File: src/rtl/mbb_pkg.sv
package mbb_pkg;

    typedef enum logic [1:0] {
        CTL_SPLIT = 2'd0,
        CTL_RWE   = 2'd1,
        CTL_RWDS  = 2'd2,
        CTL_PSEL  = 2'd3
    } ctl_style_e;

    typedef enum logic [1:0] {
        ST_IDLE,
        ST_ADDR,
        ST_READ,
        ST_WRITE
    } bus_st_e;

    typedef struct packed {
        logic       muxed;
        logic       pe;
        ctl_style_e style;
    } bus_cfg_t;

endpackage

File: src/rtl/mbb_cfg_reg.sv
module mbb_cfg_reg
    import mbb_pkg::*;
(
    input  logic     clk,
    input  logic     rst_n,
    input  bus_cfg_t cfg_d,
    output bus_cfg_t cfg_q
);
    // loads only while reset is held; frozen afterwards
    always_ff @(posedge clk) begin
        if (!rst_n) begin
            cfg_q <= cfg_d;
        end
    end
endmodule

File: src/rtl/mbb_ctl_decode.sv
module mbb_ctl_decode
    import mbb_pkg::*;
(
    input  bus_cfg_t cfg,
    input  logic     ctl0,
    input  logic     ctl1,
    input  logic     ctl2,
    output logic     rd_act,
    output logic     wr_act,
    output logic     code_fetch,
    output logic     gen_in
);
    logic rd_style;
    logic wr_style;
    logic cf_style;
    logic pe_rd;

    always_comb begin
        rd_style = 1'b0;
        wr_style = 1'b0;
        cf_style = 1'b0;
        unique case (cfg.style)
            CTL_SPLIT: begin
                rd_style = !ctl1;
                wr_style = !ctl0;
            end
            CTL_RWE: begin
                rd_style = ctl0 && ctl1;
                wr_style = !ctl0 && ctl1;
            end
            CTL_RWDS: begin
                rd_style = ctl0 && !ctl1;
                wr_style = !ctl0 && !ctl1;
            end
            CTL_PSEL: begin
                rd_style = !ctl1;
                cf_style = !ctl1;
                wr_style = !ctl0;
            end
        endcase
    end

    assign pe_rd      = cfg.pe && !ctl2;
    assign rd_act     = rd_style || pe_rd;
    assign wr_act     = wr_style && !rd_act;
    assign code_fetch = cf_style || pe_rd;
    assign gen_in     = cfg.pe ? 1'b0 : ctl2;
endmodule

File: src/rtl/mbb_addr_latch.sv
module mbb_addr_latch #(
    parameter int ADDR_W = 16,
    parameter int DATA_W = 8,
    localparam int HI_W  = ADDR_W - DATA_W
) (
    input  logic              clk,
    input  logic              rst_n,
    input  logic              muxed,
    input  logic              ale,
    input  logic [DATA_W-1:0] lo,
    input  logic [HI_W-1:0]   hi,
    output logic [ADDR_W-1:0] addr
);
    always_ff @(posedge clk) begin
        if (!rst_n) begin
            addr <= '0;
        end else if (!muxed || ale) begin
            addr <= {hi, lo};
        end
    end
endmodule

File: src/rtl/mbb_bus_fsm.sv
module mbb_bus_fsm
    import mbb_pkg::*;
#(
    parameter int DATA_W = 8
) (
    input  logic              clk,
    input  logic              rst_n,
    input  logic              muxed,
    input  logic              ale,
    input  logic              rd_act,
    input  logic              wr_act,
    input  logic [DATA_W-1:0] wdata_src,
    output logic              wr_stb,
    output logic [DATA_W-1:0] wr_data
);
    bus_st_e           state;
    bus_st_e           state_nx;
    logic [DATA_W-1:0] hold;

    always_ff @(posedge clk) begin
        if (!rst_n) begin
            state <= ST_IDLE;
        end else begin
            state <= state_nx;
        end
    end

    always_comb begin
        state_nx = state;
        unique case (state)
            ST_IDLE: begin
                if (muxed && ale) begin
                    state_nx = ST_ADDR;
                end else if (rd_act) begin
                    state_nx = ST_READ;
                end else if (wr_act) begin
                    state_nx = ST_WRITE;
                end
            end
            ST_ADDR:  if (!ale)    state_nx = ST_IDLE;
            ST_READ:  if (!rd_act) state_nx = ST_IDLE;
            ST_WRITE: if (!wr_act) state_nx = ST_IDLE;
        endcase
    end

    always_ff @(posedge clk) begin
        if (!rst_n) begin
            hold    <= '0;
            wr_data <= '0;
            wr_stb  <= 1'b0;
        end else begin
            wr_stb <= 1'b0;
            if (wr_act) begin
                hold <= wdata_src;
            end
            if (state == ST_WRITE && !wr_act) begin
                wr_data <= hold;
                wr_stb  <= 1'b1;
            end
        end
    end
endmodule

File: src/rtl/mcu_bus_bridge.sv
module mcu_bus_bridge
    import mbb_pkg::*;
#(
    parameter int ADDR_W = 16,
    parameter int DATA_W = 8,
    localparam int HI_W  = ADDR_W - DATA_W
) (
    input  logic              clk,
    input  logic              rst_n,
    input  logic              cfg_muxed,
    input  logic [1:0]        cfg_style,
    input  logic              cfg_pe,
    input  logic              ale,
    input  logic              ctl0,
    input  logic              ctl1,
    input  logic              ctl2,
    input  logic [DATA_W-1:0] bus_lo_in,
    output logic [DATA_W-1:0] bus_lo_out,
    output logic              bus_lo_oe,
    input  logic [HI_W-1:0]   bus_hi_in,
    input  logic [DATA_W-1:0] data_in,
    output logic [DATA_W-1:0] data_out,
    output logic              data_oe,
    output logic [ADDR_W-1:0] addr,
    output logic              rd_stb,
    output logic              wr_stb,
    output logic              code_fetch,
    output logic              gen_in,
    output logic [DATA_W-1:0] wr_data,
    input  logic [DATA_W-1:0] rd_data,
    input  logic              blk_sel
);
    bus_cfg_t          cfg_d;
    bus_cfg_t          cfg_q;
    logic              cfg_muxed_w;
    logic              rd_act;
    logic              wr_act;
    logic              cf_raw;
    logic              drive;
    logic [DATA_W-1:0] wdata_src;

    assign cfg_d = '{muxed: cfg_muxed, pe: cfg_pe, style: ctl_style_e'(cfg_style)};
    assign cfg_muxed_w = cfg_q.muxed;

    mbb_cfg_reg u_cfg (
        .clk   (clk),
        .rst_n (rst_n),
        .cfg_d (cfg_d),
        .cfg_q (cfg_q)
    );

    mbb_ctl_decode u_dec (
        .cfg        (cfg_q),
        .ctl0       (ctl0),
        .ctl1       (ctl1),
        .ctl2       (ctl2),
        .rd_act     (rd_act),
        .wr_act     (wr_act),
        .code_fetch (cf_raw),
        .gen_in     (gen_in)
    );

    mbb_addr_latch #(.ADDR_W(ADDR_W), .DATA_W(DATA_W)) u_lat (
        .clk   (clk),
        .rst_n (rst_n),
        .muxed (cfg_muxed_w),
        .ale   (ale),
        .lo    (bus_lo_in),
        .hi    (bus_hi_in),
        .addr  (addr)
    );

    assign wdata_src = cfg_muxed_w ? bus_lo_in : data_in;

    mbb_bus_fsm #(.DATA_W(DATA_W)) u_fsm (
        .clk       (clk),
        .rst_n     (rst_n),
        .muxed     (cfg_muxed_w),
        .ale       (ale),
        .rd_act    (rd_act),
        .wr_act    (wr_act),
        .wdata_src (wdata_src),
        .wr_stb    (wr_stb),
        .wr_data   (wr_data)
    );

    assign rd_stb     = rst_n && rd_act;
    assign code_fetch = rst_n && cf_raw;
    assign drive      = rd_stb && blk_sel;
    assign bus_lo_oe  = drive && cfg_muxed_w;
    assign data_oe    = drive && !cfg_muxed_w;
    assign bus_lo_out = rd_data;
    assign data_out   = rd_data;
endmodule

File: config.mk
export PLATFORM = sky130hd
export DESIGN_NAME = mcu_bus_bridge
export DESIGN_NICKNAME = d
export VERILOG_FILES = /design/src/rtl/mbb_pkg.sv /design/src/rtl/mbb_cfg_reg.sv /design/src/rtl/mbb_ctl_decode.sv /design/src/rtl/mbb_addr_latch.sv /design/src/rtl/mbb_bus_fsm.sv /design/src/rtl/mcu_bus_bridge.sv
export SDC_FILE = /design/constraint.sdc
export NUM_CORES = 1
export LEC_CHECK = 0
export BUFFER_PORTS_ARGS = -buffer_cell sky130_fd_sc_hd__buf_2
export CAP_MARGIN = 5
export CORE_MARGIN = 2
export CORE_UTILIZATION = 40
export DETAILED_ROUTE_END_ITERATION = 10
export PLACE_DENSITY = 0.78
export SKIP_LAST_GASP = 1
export SLEW_MARGIN = 20
export SYNTH_ARGS = -nofsm -noshare
export SYNTH_HDL_FRONTEND = slang
export SYNTH_SLANG_ARGS = --single-unit
File: constraint.sdc
create_clock -name clk -period 2.3 [get_ports clk]
set_input_delay 0.69 -clock clk [delete_from_list [all_inputs] [get_ports clk]]
set_output_delay 0.69 -clock clk [all_outputs]
set_load 0.01 [all_outputs]
==> results.md, run 1 <==
- CP max FO: 3
- Area of the core: 4090 um2
- Biggest area consumer among synthesized cells: dfxtp_1
- CP required: 1.61 ns
- Final period util: 1.10
- Power Density: 709 nW/um2
- Routed WL per cell: 12.2 um
- Synth Cell Area: 1730 um2
- Post-synthesis sequential area ratio: 0.474
- Nets: 295
- Max Cap Viol: 0
- Initial Utilization: 0.424
- Fmax: 0.394 GHz
- First-pass GRT wire length: 6280 um
- Area share of the largest cell type after synthesis: 0.405
- IO Port Bufs: 64
- Vias per std cell: 4.81
- Final wirelength: 3690 um
- Vias in the first global route: 1427
- Critical path's largest stage delay: 0.44 ns
- Vias: 1449
- Largest net degree at the start of global routing: 39
- Initial DRC Count: 31
- Tightest Pin Transition: 0.587 ns
- Clk sinks: 39
- Slew Limit Fails: 0
- Drt drc: 0
- Final GP Congestion: 0.789
- P&R area growth vs syn: 26.2%
- Worst Setup Path Type: reg -> out
- Die ar.: 4870 um2
- # IOs: 89
- PnR worst setup slack: -0.236 ns
- Top-count cell post-synth: dfxtp_1
- Mapped Cells: 190
- Final setup fails: 3
- Fin crit period: 2.54 ns
- Status: complete, but fails checks
- Leakage power: 1.04 nW
- HPWL after DPL: 2640 um
- Total power: 1.55 mW
- Crit path buf inv count: 1
- Num CTS Buffers: 5
- Root Buffer: clkbuf_8
- Number of synthesized flops with an enable pin: 4
- Final hold vios: 0
- Post-DRT Antenna Nets: 0
- Primary FF master, synth: dfxtp_1
- Die Span Y: 69.8 um
- CP Capture Type: output pin
- Layout cells sized above 1: 0.375
- CP top delay family: flip-flops
- Synth area leaders: dfxtp_1 40%, mux2i_1 9.2%, nand2_1 7.4%
- All-Layer GR Usage: 0.160
- Register area: 821 um2
- # rows: 23
- CTS H-tree lvls: 2
- Worst hold path type: reg -> reg
- Non-filler cells, final: 301
- Total gr overflow: 0
- Multi-input gate area: 742 um2
- Clk slew on worst S/H paths: 0.08 ns
- WHS: 0.449 ns
- Critical Path AT: 1.85 ns
- Die X: 69.8 um
- DR pass1 iterations: 4
- Synth top cells by count: 35 x dfxtp_1, 34 x nand2_1, 21 x nor2_1, 19 x a21oi_1
- Clk_skew: 0.00405 ns
- Clk buf depth: 2
- Synth Register Bits: 39
- Rel. slew slack: 0.609
- CP max-delay cell: edfxtp_1
- Worst skew pair latency: 0.29 ns
- Synth Warn #: 0
- Diode count: 0
- Setup tns final: -0.619 ns
- Initial antenna violation count: 0
- Post-Syn Nets: 235
- Fill count: 386
- RSZ-0062 raised after global routing: yes
- Mean Syn Cell Area: 9.11 um2
- Placed cell count: 290
- Startpoint types: flip-flop
- CTS tree: done
- Crit-path cells: ha_4 -> and4bb_2 -> a211o_1 -> and2_4 -> nand2_4 -> nor2_1 -> buf_2
- Failing checks: setup timing
- VDD IR max: 0.460 mV
- Yosys cell types: 31
- Async set-or-reset flop fraction in the synthesized netlist: 0
[per-layer routing]
layer	wire, um	part of all wire	track usage	vias to the layer above
li1	-	-	-	736
met1	1500	0.41	0.173	660
met2	1840	0.50	0.284	47
met3	291	0.079	0.0567	6
met4	47	0.013	0.0598	0
met5	0	0	0	-
[cell families (layout without fill, tap and decap cells)]
family,after synthesis,in the layout,synth area share
xor+xnor,2,2,0.0101
fa+ha+maj,2,2,0.0144
simple gates,65,65,0.169
mux,16,16,0.0925
compound gates,35,35,0.129
buf+inv,31,92,0.111
flops,39,39,0.474
[through the flow]
step | setup WS [ns] | util | cell area (um2)
after floorplan | 0.00552 | - | 1730
after global placement | -0.106 | 0.496 | 2030
after detailed placement | -0.135 | 0.496 | 2030
after CTS | -0.258 | 0.532 | 2180
after global routing | -0.313 | 0.535 | 2190
final | -0.236 | 0.535 | 2190
[layout by cell type (no fill, tap or decap)]
cell / synthesis / final
and4bb_2: 1 / 1
o21ai_0: 1 / 1
a21oi_1: 19 / 19
buf_2: 0 / 64
edfxtp_1: 4 / 4
nor3b_1: 1 / 1
a211oi_1: 6 / 6
clkinv_2: 0 / 1
nand2b_1: 1 / 1
and2_1: 2 / 1
nand2_4: 0 / 1
dfxtp_1: 35 / 35
a211o_1: 1 / 1
nor2b_4: 1 / 1
mux2i_1: 16 / 16
ha_4: 0 / 1
clkinv_1: 1 / 1
inv_1: 5 / 5
a211oi_2: 2 / 2
nor3_4: 1 / 1
buf_4: 16 / 14
xnor2_1: 1 / 1
nand2_1: 34 / 33
and2_4: 0 / 1
o311a_1: 1 / 1
clkbuf_16: 0 / 1
nor2b_1: 2 / 2
nor2_1: 21 / 21
a21o_1: 1 / 1
a31oi_1: 2 / 2
nor3_1: 1 / 1
o211ai_1: 2 / 2
clkbuf_8: 0 / 6
xor2_1: 1 / 1
ha_1: 2 / 1
[worst register-to-register path, delay by kind of cell, from the launching register on]
kind            cells  cell delay [ns]
compound gates      1             0.21
buf+inv             2             0.31
xor+xnor            1             0.31
fa+ha+maj           1             0.30
simple gates        2             0.08
flops               1             0.44
mux                 1             0.20
[registers in the layout (all words and copies together) (netlist names)]
signal         flops
u_fsm.wr_stb       1
u_cfg.cfg_q        4
u_fsm.state        2
u_lat.addr        16
u_fsm.hold         8
u_fsm.wr_data      8
[cell type report]
| class | instances | share of cell area |
|---|---|---|
| repair buffers | 78 | 0.195 |
| flip-flops and latches | 39 | 0.376 |
| inverters | 6 | 0.0103 |
| multi-input cells | 120 | 0.339 |
| clock inverters | 1 | 0.00229 |
| clock buffers | 7 | 0.0492 |
| well taps | 50 | 0.0286 |
[report_power, final]
| group | switching [mW] | total (mW) | internal (mW) | leakage, nW |
|---|---|---|---|---|
| registers | 0.0252 | 0.755 | 0.730 | 0.327 |
| clock network | 0.230 | 0.538 | 0.307 | 0.0594 |
| logic | 0.132 | 0.256 | 0.124 | 0.651 |
| total | 0.387 | 1.55 | 1.16 | 1.04 |
[path summary, 6_finish.rpt]
check | startpoint | end | slack [ns] | cells past startpoint
worst max-delay path | u_cfg.cfg_q[1]$_DFFE_PN_ | data_oe | -0.24 | 7
worst min-delay path | u_lat.addr[11]$_SDFFE_PN0P_ | u_lat.addr[11]$_SDFFE_PN0P_ | 0.45 | 2
worst max register to register | u_cfg.cfg_q[1]$_DFFE_PN_ | u_fsm.wr_data[0]$_SDFFE_PN0P_ | 0.33 | 8
worst min register to register | u_lat.addr[11]$_SDFFE_PN0P_ | u_lat.addr[11]$_SDFFE_PN0P_ | 0.45 | 2
[timing repair]
item	CTS	global route
pin swaps	5	1
gates resized for setup	1	3
buffers inserted	3	0
hold buffers	0	0
setup endpoints to repair	3	3
Power figures use the tool's default switching activity.
==> inputs of run 2 (changes only) <==
--- a/config.mk
+++ b/config.mk
@@ -5,12 +5,13 @@
 export SDC_FILE = /design/constraint.sdc
 export NUM_CORES = 1
 export LEC_CHECK = 0
+export ABC_AREA = 1
 export BUFFER_PORTS_ARGS = -buffer_cell sky130_fd_sc_hd__buf_2
 export CAP_MARGIN = 5
 export CORE_MARGIN = 2
 export CORE_UTILIZATION = 40
 export DETAILED_ROUTE_END_ITERATION = 10
-export PLACE_DENSITY = 0.78
+export PLACE_DENSITY = 0.77
 export SKIP_LAST_GASP = 1
 export SLEW_MARGIN = 20
 export SYNTH_ARGS = -nofsm -noshare
==> run 2 against run 1 <==
Against the previous run:
- wire length grew 11%
- critical endpoint is now bus_lo_oe
- worst setup slack gained 0.19 ns
- maximum frequency increased by 8.2%
- largest cell class unchanged
- the run still ends with setup timing left
==> results.md, run 2 <==
- Mean Syn Cell Area: 7.79 um2 (-15%)
- Largest net degree at the start of global routing: 34 (-13%)
- Synth Warn #: 0 (unchanged)
- Non-filler cells, final: 338 (+12%)
- Reg with most FFs: u_lat.addr
- Power Density: 749 nW/um2 (+5.8%)
- PnR worst setup slack: -0.0450 ns (+0.191 ns)
- Net Sw Frac: 0.293 (+0.0427)
- Primary FF master, synth: dfxtp_1
- Finished Core Util: 0.510 (-0.0251)
- Final hold vios: 0 (unchanged)
- CTS tree: done
- Reg power frac: 0.477 (-0.011)
- DR pass1 iterations: 4 (unchanged)
- Synth Cell Area: 1780 um2 (+3.0%)
- Leakage power: 1.12 nW (+7.7%)
- Multi-input gate area: 738 um2 (-0.51%)
- Critical path capture point: bus_lo_oe
- RSZ-0062 raised after global routing: yes
- Worst reg2reg path endpoint: u_fsm.hold[6]$_SDFFE_PN0N_
- Post-synthesis sequential area ratio: 0.460 (-0.0140)
- Initial DRC Count: 87 (+180%)
- First-pass GRT wire length: 6520 um (+3.8%)
- Post-Syn Nets: 274 (+17%)
- Routed WL per cell: 12.1 um (-1.3%)
- Clk sinks: 39 (unchanged)
- Max reg flops: 16 (unchanged)
- IO Port Bufs: 64 (unchanged)
- Worst reg2reg path startpoint: u_cfg.cfg_q[1]$_DFFE_PN_
- Slew Limit Fails: 0 (unchanged)
- Area after DPL: 2020 um2 (-0.19%)
- Crit path launch: u_cfg.cfg_q[1]$_DFFE_PN_
- Final period util: 1.02 (-0.0832)
- DP Worst Slack: 0.0505 ns (+0.186 ns)
- Area share of the largest cell type after synthesis: 0.393 (-0.0119)
- Synth area leaders: dfxtp_1 39%, nor2_1 9.9%, o21ai_0 7.6%
- CTS H-tree lvls: 2 (unchanged)
- Mapped Cells: 229 (+21%)
- Total power: 1.65 mW (+6.7%)
- Biggest area consumer among synthesized cells: dfxtp_1
- Design Area, Final: 2200 um2 (+0.86%)
- Die Span Y: 70.8 um (+1.4%)
- Yosys cell types: 27 (-13%)
- Num CTS Buffers: 5 (unchanged)
- Diode count: 0 (unchanged)
- Final wirelength: 4080 um (+11%)
- Vias: 1598 (+10%)
- Failing checks: setup timing
- Worst Setup Path Type: reg -> out
- Internal power: 1.17 mW (+0.60%)
- Initial antenna violation count: 0 (unchanged)
- Worst reg2reg setup slack: 0.53 ns (+0.20 ns)
- Switch Pwr: 0.484 mW (+25%)
- CP Capture Type: output pin
- Vias in the first global route: 1391 (-2.5%)
- Drt drc: 0 (unchanged)
- Area of the core: 4320 um2 (+5.8%)
- Layout cells sized above 1: 0.385 (+0.0101)
- All-Layer GR Usage: 0.163 (+0.00375)
- Most frequent cells in the layout: 63 x buf_2, 45 x nor2_1, 35 x dfxtp_1
- Largest registers: u_lat.addr (16), u_fsm.hold (8), u_fsm.wr_data (8)
- HPWL after DPL: 2840 um (+7.8%)
- Synth top cells by count: 47 x nor2_1, 35 x dfxtp_1, 35 x nand2_1, 27 x o21ai_0, 17 x buf_4
- Most common cell after layout, fill and taps aside: buf_2
- Clk pwr share: 0.317 (-0.030)
- Vias per std cell: 4.73 (-1.8%)
- Post-cts hold buffer count: 0 (unchanged)
- Worst skew pair latency: 0.29 ns (about the same)
- Final GP Congestion: 0.807 (+2.3%)
- Status: complete, but fails checks
- Fill count: 436 (+13%)
- Clk_skew: 0.00651 ns (+0.00245 ns)
- Tightest Pin Transition: 0.440 ns (-0.147 ns)
- Critical Path AT: 1.66 ns (-0.19 ns)
- Fin crit period: 2.35 ns (-0.191 ns)
- Die X: 70.8 um (+1.4%)
- Startpoint types: flip-flop
- VDD IR max: 0.319 mV (-31%)
- Nets: 330 (+12%)
- Synth Register Bits: 39 (unchanged)
- Max Cap Viol: 0 (unchanged)
- Top-count cell post-synth: nor2_1
- Die ar.: 5010 um2 (+2.9%)
- Total gr overflow: 0 (unchanged)
- Root Buffer: clkbuf_8
- Fmax: 0.426 GHz (+8.2%)
- Reg2Reg Depth: 9 (+1)
- Placed cell count: 325 (+12%)
- Final setup fails: 2 (-1)
- # rows: 24 (+4.3%)
- # IOs: 89 (unchanged)
- Async set-or-reset flop fraction in the synthesized netlist: 0 (unchanged)
- Number of synthesized flops with an enable pin: 4 (unchanged)
- Register area: 821 um2 (unchanged)
- CP max FO: 3 (unchanged)
- Initial Utilization: 0.413 (-0.0111)
- CP required: 1.61 ns (about the same)
- Post-DRT Antenna Nets: 0 (unchanged)
- Clk slew on worst S/H paths: 0.08 ns (about the same)
- Worst hold path type: reg -> reg
- Rel. slew slack: 0.706 (+0.0978)
- P&R area growth vs syn: 23.6%
- Gate power share: 0.206 (+0.041)
- Clk buf depth: 2 (unchanged)
[run 2: cell types whose count changed after synthesis, sizes merged, moves of 7 or more]
cell / previous run / this run
mux2i: 16 / 0
o21ai: 1 / 32
a21oi: 19 / 4
a211oi: 8 / 0
nand2: 34 / 41
nand3: 0 / 7
nor2: 21 / 51
inv: 5 / 21
[run 2: cell families (layout without fill, tap and decap cells)]
| kind of cell | Yosys count | in the layout | synth area share |
|---|---|---|---|
| AO/OA/AOI/OAI | 44 | 44 | 0.135 |
| flip-flops | 39 | 39 | 0.460 |
| AND/OR/NAND/NOR | 99 | 99 | 0.248 |
| adder cells (fa/ha/maj) | 2 | 2 | 0.0140 |
| buffers and inverters | 45 | 102 | 0.142 |
[run 2: critical path, stage by stage (launching register included)]
cell      delay (ns)
edfxtp_1        0.44
ha_4            0.33
nand2_2         0.05
nand2_2         0.07
inv_4           0.04
a21oi_2         0.12
nand2_1         0.10
nor2_2          0.10
buf_2           0.13
[run 2: what timing repair did]
| item | in CTS | in global routing |
|---|---|---|
| hold endpoints to repair | 0 | 0 |
| buffers inserted | 4 | 1 |
| resized for setup | 5 | 3 |
| endpoints found under the setup margin | 3 | 3 |
| pin swaps | 6 | 1 |
[run 2: layer usage]
layer | share of wire | global-route usage | vias up
met1 | 0.44 | 0.213 | 710
met5 | 0 | 0 | -
met3 | 0.073 | 0.0342 | 11
met2 | 0.47 | 0.261 | 53
li1 | - | - | 824
met4 | 0.020 | 0.0755 | 0
[run 2: cell type report]
class	instances	area share
Clock buffer	6	0.0426
Clock inverter	2	0.00624
Inverter	22	0.0392
Multi-Input combinational cell	145	0.335
Sequential cell	39	0.372
Tap cell	52	0.0295
Timing Repair Buffer	72	0.175
[run 2: worst min path at each step]
stage / startpoint / to / slack (ns) / cells past startpoint
floorplan: u_fsm.hold[4]$_SDFFE_PN0N_ / u_fsm.wr_data[4]$_SDFFE_PN0P_ / 0.43 / 2
global placement: u_fsm.hold[6]$_SDFFE_PN0N_ / u_fsm.wr_data[6]$_SDFFE_PN0P_ / 0.44 / 2
detailed placement: u_fsm.hold[5]$_SDFFE_PN0N_ / u_fsm.wr_data[5]$_SDFFE_PN0P_ / 0.44 / 2
CTS: u_fsm.hold[5]$_SDFFE_PN0N_ / u_fsm.wr_data[5]$_SDFFE_PN0P_ / 0.46 / 2
global route: u_fsm.hold[5]$_SDFFE_PN0N_ / u_fsm.wr_data[5]$_SDFFE_PN0P_ / 0.47 / 2
finish: u_fsm.hold[5]$_SDFFE_PN0N_ / u_fsm.wr_data[5]$_SDFFE_PN0P_ / 0.46 / 2
[run 2: through the flow]
step / TNS, ns / hold slack [ns]
after floorplan: 0 / 0.430
after global placement: 0 / 0.440
after detailed placement: 0 / 0.445
after CTS: -0.0554 / 0.457
after global routing: -0.331 / 0.474
final: -0.0889 / 0.458
[run 2: power by group through the flow]
stage / clock network [mW] / registers, mW / logic (mW)
after CTS: 0.541 / 0.789 / 0.331
final: 0.523 / 0.788 / 0.341
after global routing: 0.565 / 0.797 / 0.385
after global placement: 0 / 0.800 / 0.302
after detailed placement: 0 / 0.803 / 0.310
after floorplan: 0 / 0.808 / 0.230
==> inputs of run 3 (changes only) <==
==> constraint.sdc (replaced) <==
create_clock -name clk -period 2.3 [get_ports clk]
set_input_delay 0.46 -clock clk [delete_from_list [all_inputs] [get_ports clk]]
set_output_delay 0.46 -clock clk [all_outputs]
set_load 0.01 [all_outputs]
==> run 3 against run 2 <==
Against the previous run:
- the flow now finishes without violations
- non-clock buffer count decreased by 3
- combinational power decreased by 6.2%
- cell count decreased by 0.89%
- critical path type unchanged
- critical endpoint is now data_oe
==> results.md, run 3 (synthesized netlist as in run 2, its figures left out) <==
- Status: completed
- Reg2Reg Depth: 8 (-1)
- Area of the core: 4320 um2 (unchanged)
- Final setup fails: 0 (-2)
- Initial Utilization: 0.413 (unchanged)
- Initial antenna violation count: 0 (unchanged)
- Clk slew on worst S/H paths: 0.08 ns (about the same)
- CTS H-tree lvls: 2 (unchanged)
- Net Sw Frac: 0.292 (-0.000410)
- Num CTS Buffers: 5 (unchanged)
- Hold path cells: 1 (-1)
- Setup tns final: 0 ns (+0.0889 ns)
- Rel. slew slack: 0.719 (+0.0130)
- Fin crit period: 2.19 ns (-0.155 ns)
- CP top delay family: simple AND/OR/NAND/NOR gates
- CP max-delay cell: edfxtp_1
- Worst reg2reg path startpoint: u_cfg.cfg_q[1]$_DFFE_PN_
- Final GP Congestion: 0.800 (-0.87%)
- Worst skew pair latency: 0.29 ns (about the same)
- Vias in the first global route: 1380 (-0.79%)
- Most common cell after layout, fill and taps aside: buf_2
- Clk pwr share: 0.324 (+0.007)
- PnR worst setup slack: 0.110 ns (+0.155 ns)
- Final hold vios: 0 (unchanged)
- Worst reg2reg setup slack: 0.70 ns (+0.17 ns)
- Routed WL per cell: 11.6 um (-4.1%)
- Vias: 1526 (-4.5%)
- Drt drc: 0 (unchanged)
- First-pass GRT wire length: 6380 um (-2.2%)
- Max reg flops: 16 (unchanged)
- Fmax: 0.457 GHz (+7.1%)
- Power Density: 756 nW/um2 (+0.89%)
- Tightest Pin Transition: 0.421 ns (-0.0195 ns)
- Leakage power: 1.10 nW (-1.4%)
- Die Span Y: 70.8 um (unchanged)
- CP max FO: 3 (unchanged)
- Most frequent cells in the layout: 64 x buf_2, 47 x nor2_1, 35 x nand2_1, 35 x dfxtp_1, 27 x o21ai_0
- Max Cap Viol: 0 (unchanged)
- VDD IR max: 0.388 mV (+22%)
- Die X: 70.8 um (unchanged)
- Startpoint types: flip-flop
- Post-DRT Antenna Nets: 0 (unchanged)
- Crit-path cells: inv_1 -> ha_4 -> nor2_1 -> nand2_2 -> a21oi_2 -> nand2_1 -> nor2_1 -> buf_2
- Root Buffer: clkbuf_8
- Diode count: 0 (unchanged)
- CTS tree: done
- Final period util: 0.952 (-0.0672)
- Worst Setup Path Type: reg -> out
- HPWL after DPL: 2870 um (+1.0%)
- Switch Pwr: 0.478 mW (-1.1%)
- Vias per std cell: 4.56 (-3.7%)
- Critical path's largest stage delay: 0.40 ns (-0.04 ns)
- Reg power frac: 0.481 (+0.004)
- # rows: 24 (unchanged)
- Die ar.: 5010 um2 (unchanged)
- Clk_skew: 0.00670 ns (+0.000191 ns)
- Slew Limit Fails: 0 (unchanged)
- Final wirelength: 3880 um (-5.0%)
- CP Capture Type: output pin
- CP required: 1.84 ns (+0.23 ns)
- Largest net degree at the start of global routing: 34 (unchanged)
- Worst reg2reg path endpoint: u_fsm.hold[5]$_SDFFE_PN0N_
- IO Port Bufs: 64 (unchanged)
- Gate power share: 0.196 (-0.010)
- Largest registers: u_lat.addr (16), u_fsm.hold (8), u_fsm.wr_data (8)
- Worst hold path type: in -> reg
- Hold Crit Endpoint: u_cfg.cfg_q[2]$_DFFE_PN_
- DR pass1 iterations: 4 (unchanged)
- Initial DRC Count: 72 (-17%)
- P&R area growth vs syn: 21.2%
- RSZ-0062 raised after global routing: no
- DP Worst Slack: 0.354 ns (+0.303 ns)
- Worst path most repeated cell: nor2_1
- Hold path start: cfg_pe
- Internal power: 1.16 mW (-0.94%)
- All-Layer GR Usage: 0.161 (-0.00233)
- Reg with most FFs: u_lat.addr
- Crit path buf inv count: 2 (unchanged)
- Clk sinks: 39 (unchanged)
- Layout cells sized above 1: 0.364 (-0.0207)
- Critical Path AT: 1.73 ns (+0.07 ns)
- Nets: 327 (-0.91%)
- Total gr overflow: 0 (unchanged)
- Clk buf depth: 2 (unchanged)
- # IOs: 89 (unchanged)
-- run 3: cell types whose count changed in the layout (fill, tap and decap cells not counted) --
cell	before	now
buf_4	8	5
nor2_4	2	1
nor2_1	45	47
nor2_2	4	3
buf_2	63	64
inv_1	13	14
buf_6	1	0
nand2_2	5	4
inv_2	7	6
nand2_1	34	35
-- run 3: metal layers --
layer	share of wire	track usage
met4	0.019	0.0818
met1	0.46	0.205
met5	0	0
met2	0.46	0.254
met3	0.060	0.0399
-- run 3: timing repair --
action	CTS	global route
gates resized for setup	0	3
endpoints found under the setup margin	0	2
setup buffers	0	2
hold buffers	0	0
endpoints found under the hold margin	0	0
-- run 3: final cells by class --
cell class | instances | area [um2]
Fill cell | 435 | 2160
Sequential cell | 39 | 821
Multi-Input combinational cell | 145 | 726
Timing Repair Buffer | 69 | 358
Clock buffer | 6 | 93.8
Inverter | 22 | 86.3
Tap cell | 52 | 65.1
Clock inverter | 2 | 13.8
-- run 3: worst max path at each step --
stage / endpoint / from / slack, ns / cells after the start
after detailed placement: data_oe / u_cfg.cfg_q[0]$_DFFE_PN_ / 0.35 / 8
final: data_oe / u_cfg.cfg_q[0]$_DFFE_PN_ / 0.11 / 8
after global placement: data_oe / u_cfg.cfg_q[1]$_DFFE_PN_ / 0.46 / 7
after CTS: data_oe / u_cfg.cfg_q[0]$_DFFE_PN_ / 0.03 / 8
after global routing: data_oe / u_cfg.cfg_q[0]$_DFFE_PN_ / 0.004 / 8
after floorplan: bus_lo_oe / u_cfg.cfg_q[1]$_DFFE_PN_ / 0.41 / 6
-- run 3: power by group through the flow --
stage	combinational (mW)	sequential, mW	clock [mW]
2_1_floorplan	0.230	0.808	0
3_3_place_gp	0.302	0.800	0
3_5_place_dp	0.311	0.801	0
4_1_cts	0.313	0.786	0.544
5_1_grt	0.365	0.796	0.571
6_report	0.320	0.786	0.529
-- run 3: metrics by stage --
stage | total power, mW | instances | utilization | hold slack (ns) | instance area, um2
6_report | 1.64 | 335 | 0.500 | 0.339 | 2160
5_1_grt | 1.73 | 335 | 0.500 | 0.326 | 2160
4_1_cts | 1.64 | 333 | 0.493 | 0.332 | 2130
3_5_place_dp | 1.11 | 325 | 0.468 | 0.445 | 2020
3_3_place_gp | 1.10 | 325 | 0.468 | 0.440 | 2020
2_1_floorplan | 1.04 | 229 | - | 0.430 | 1780
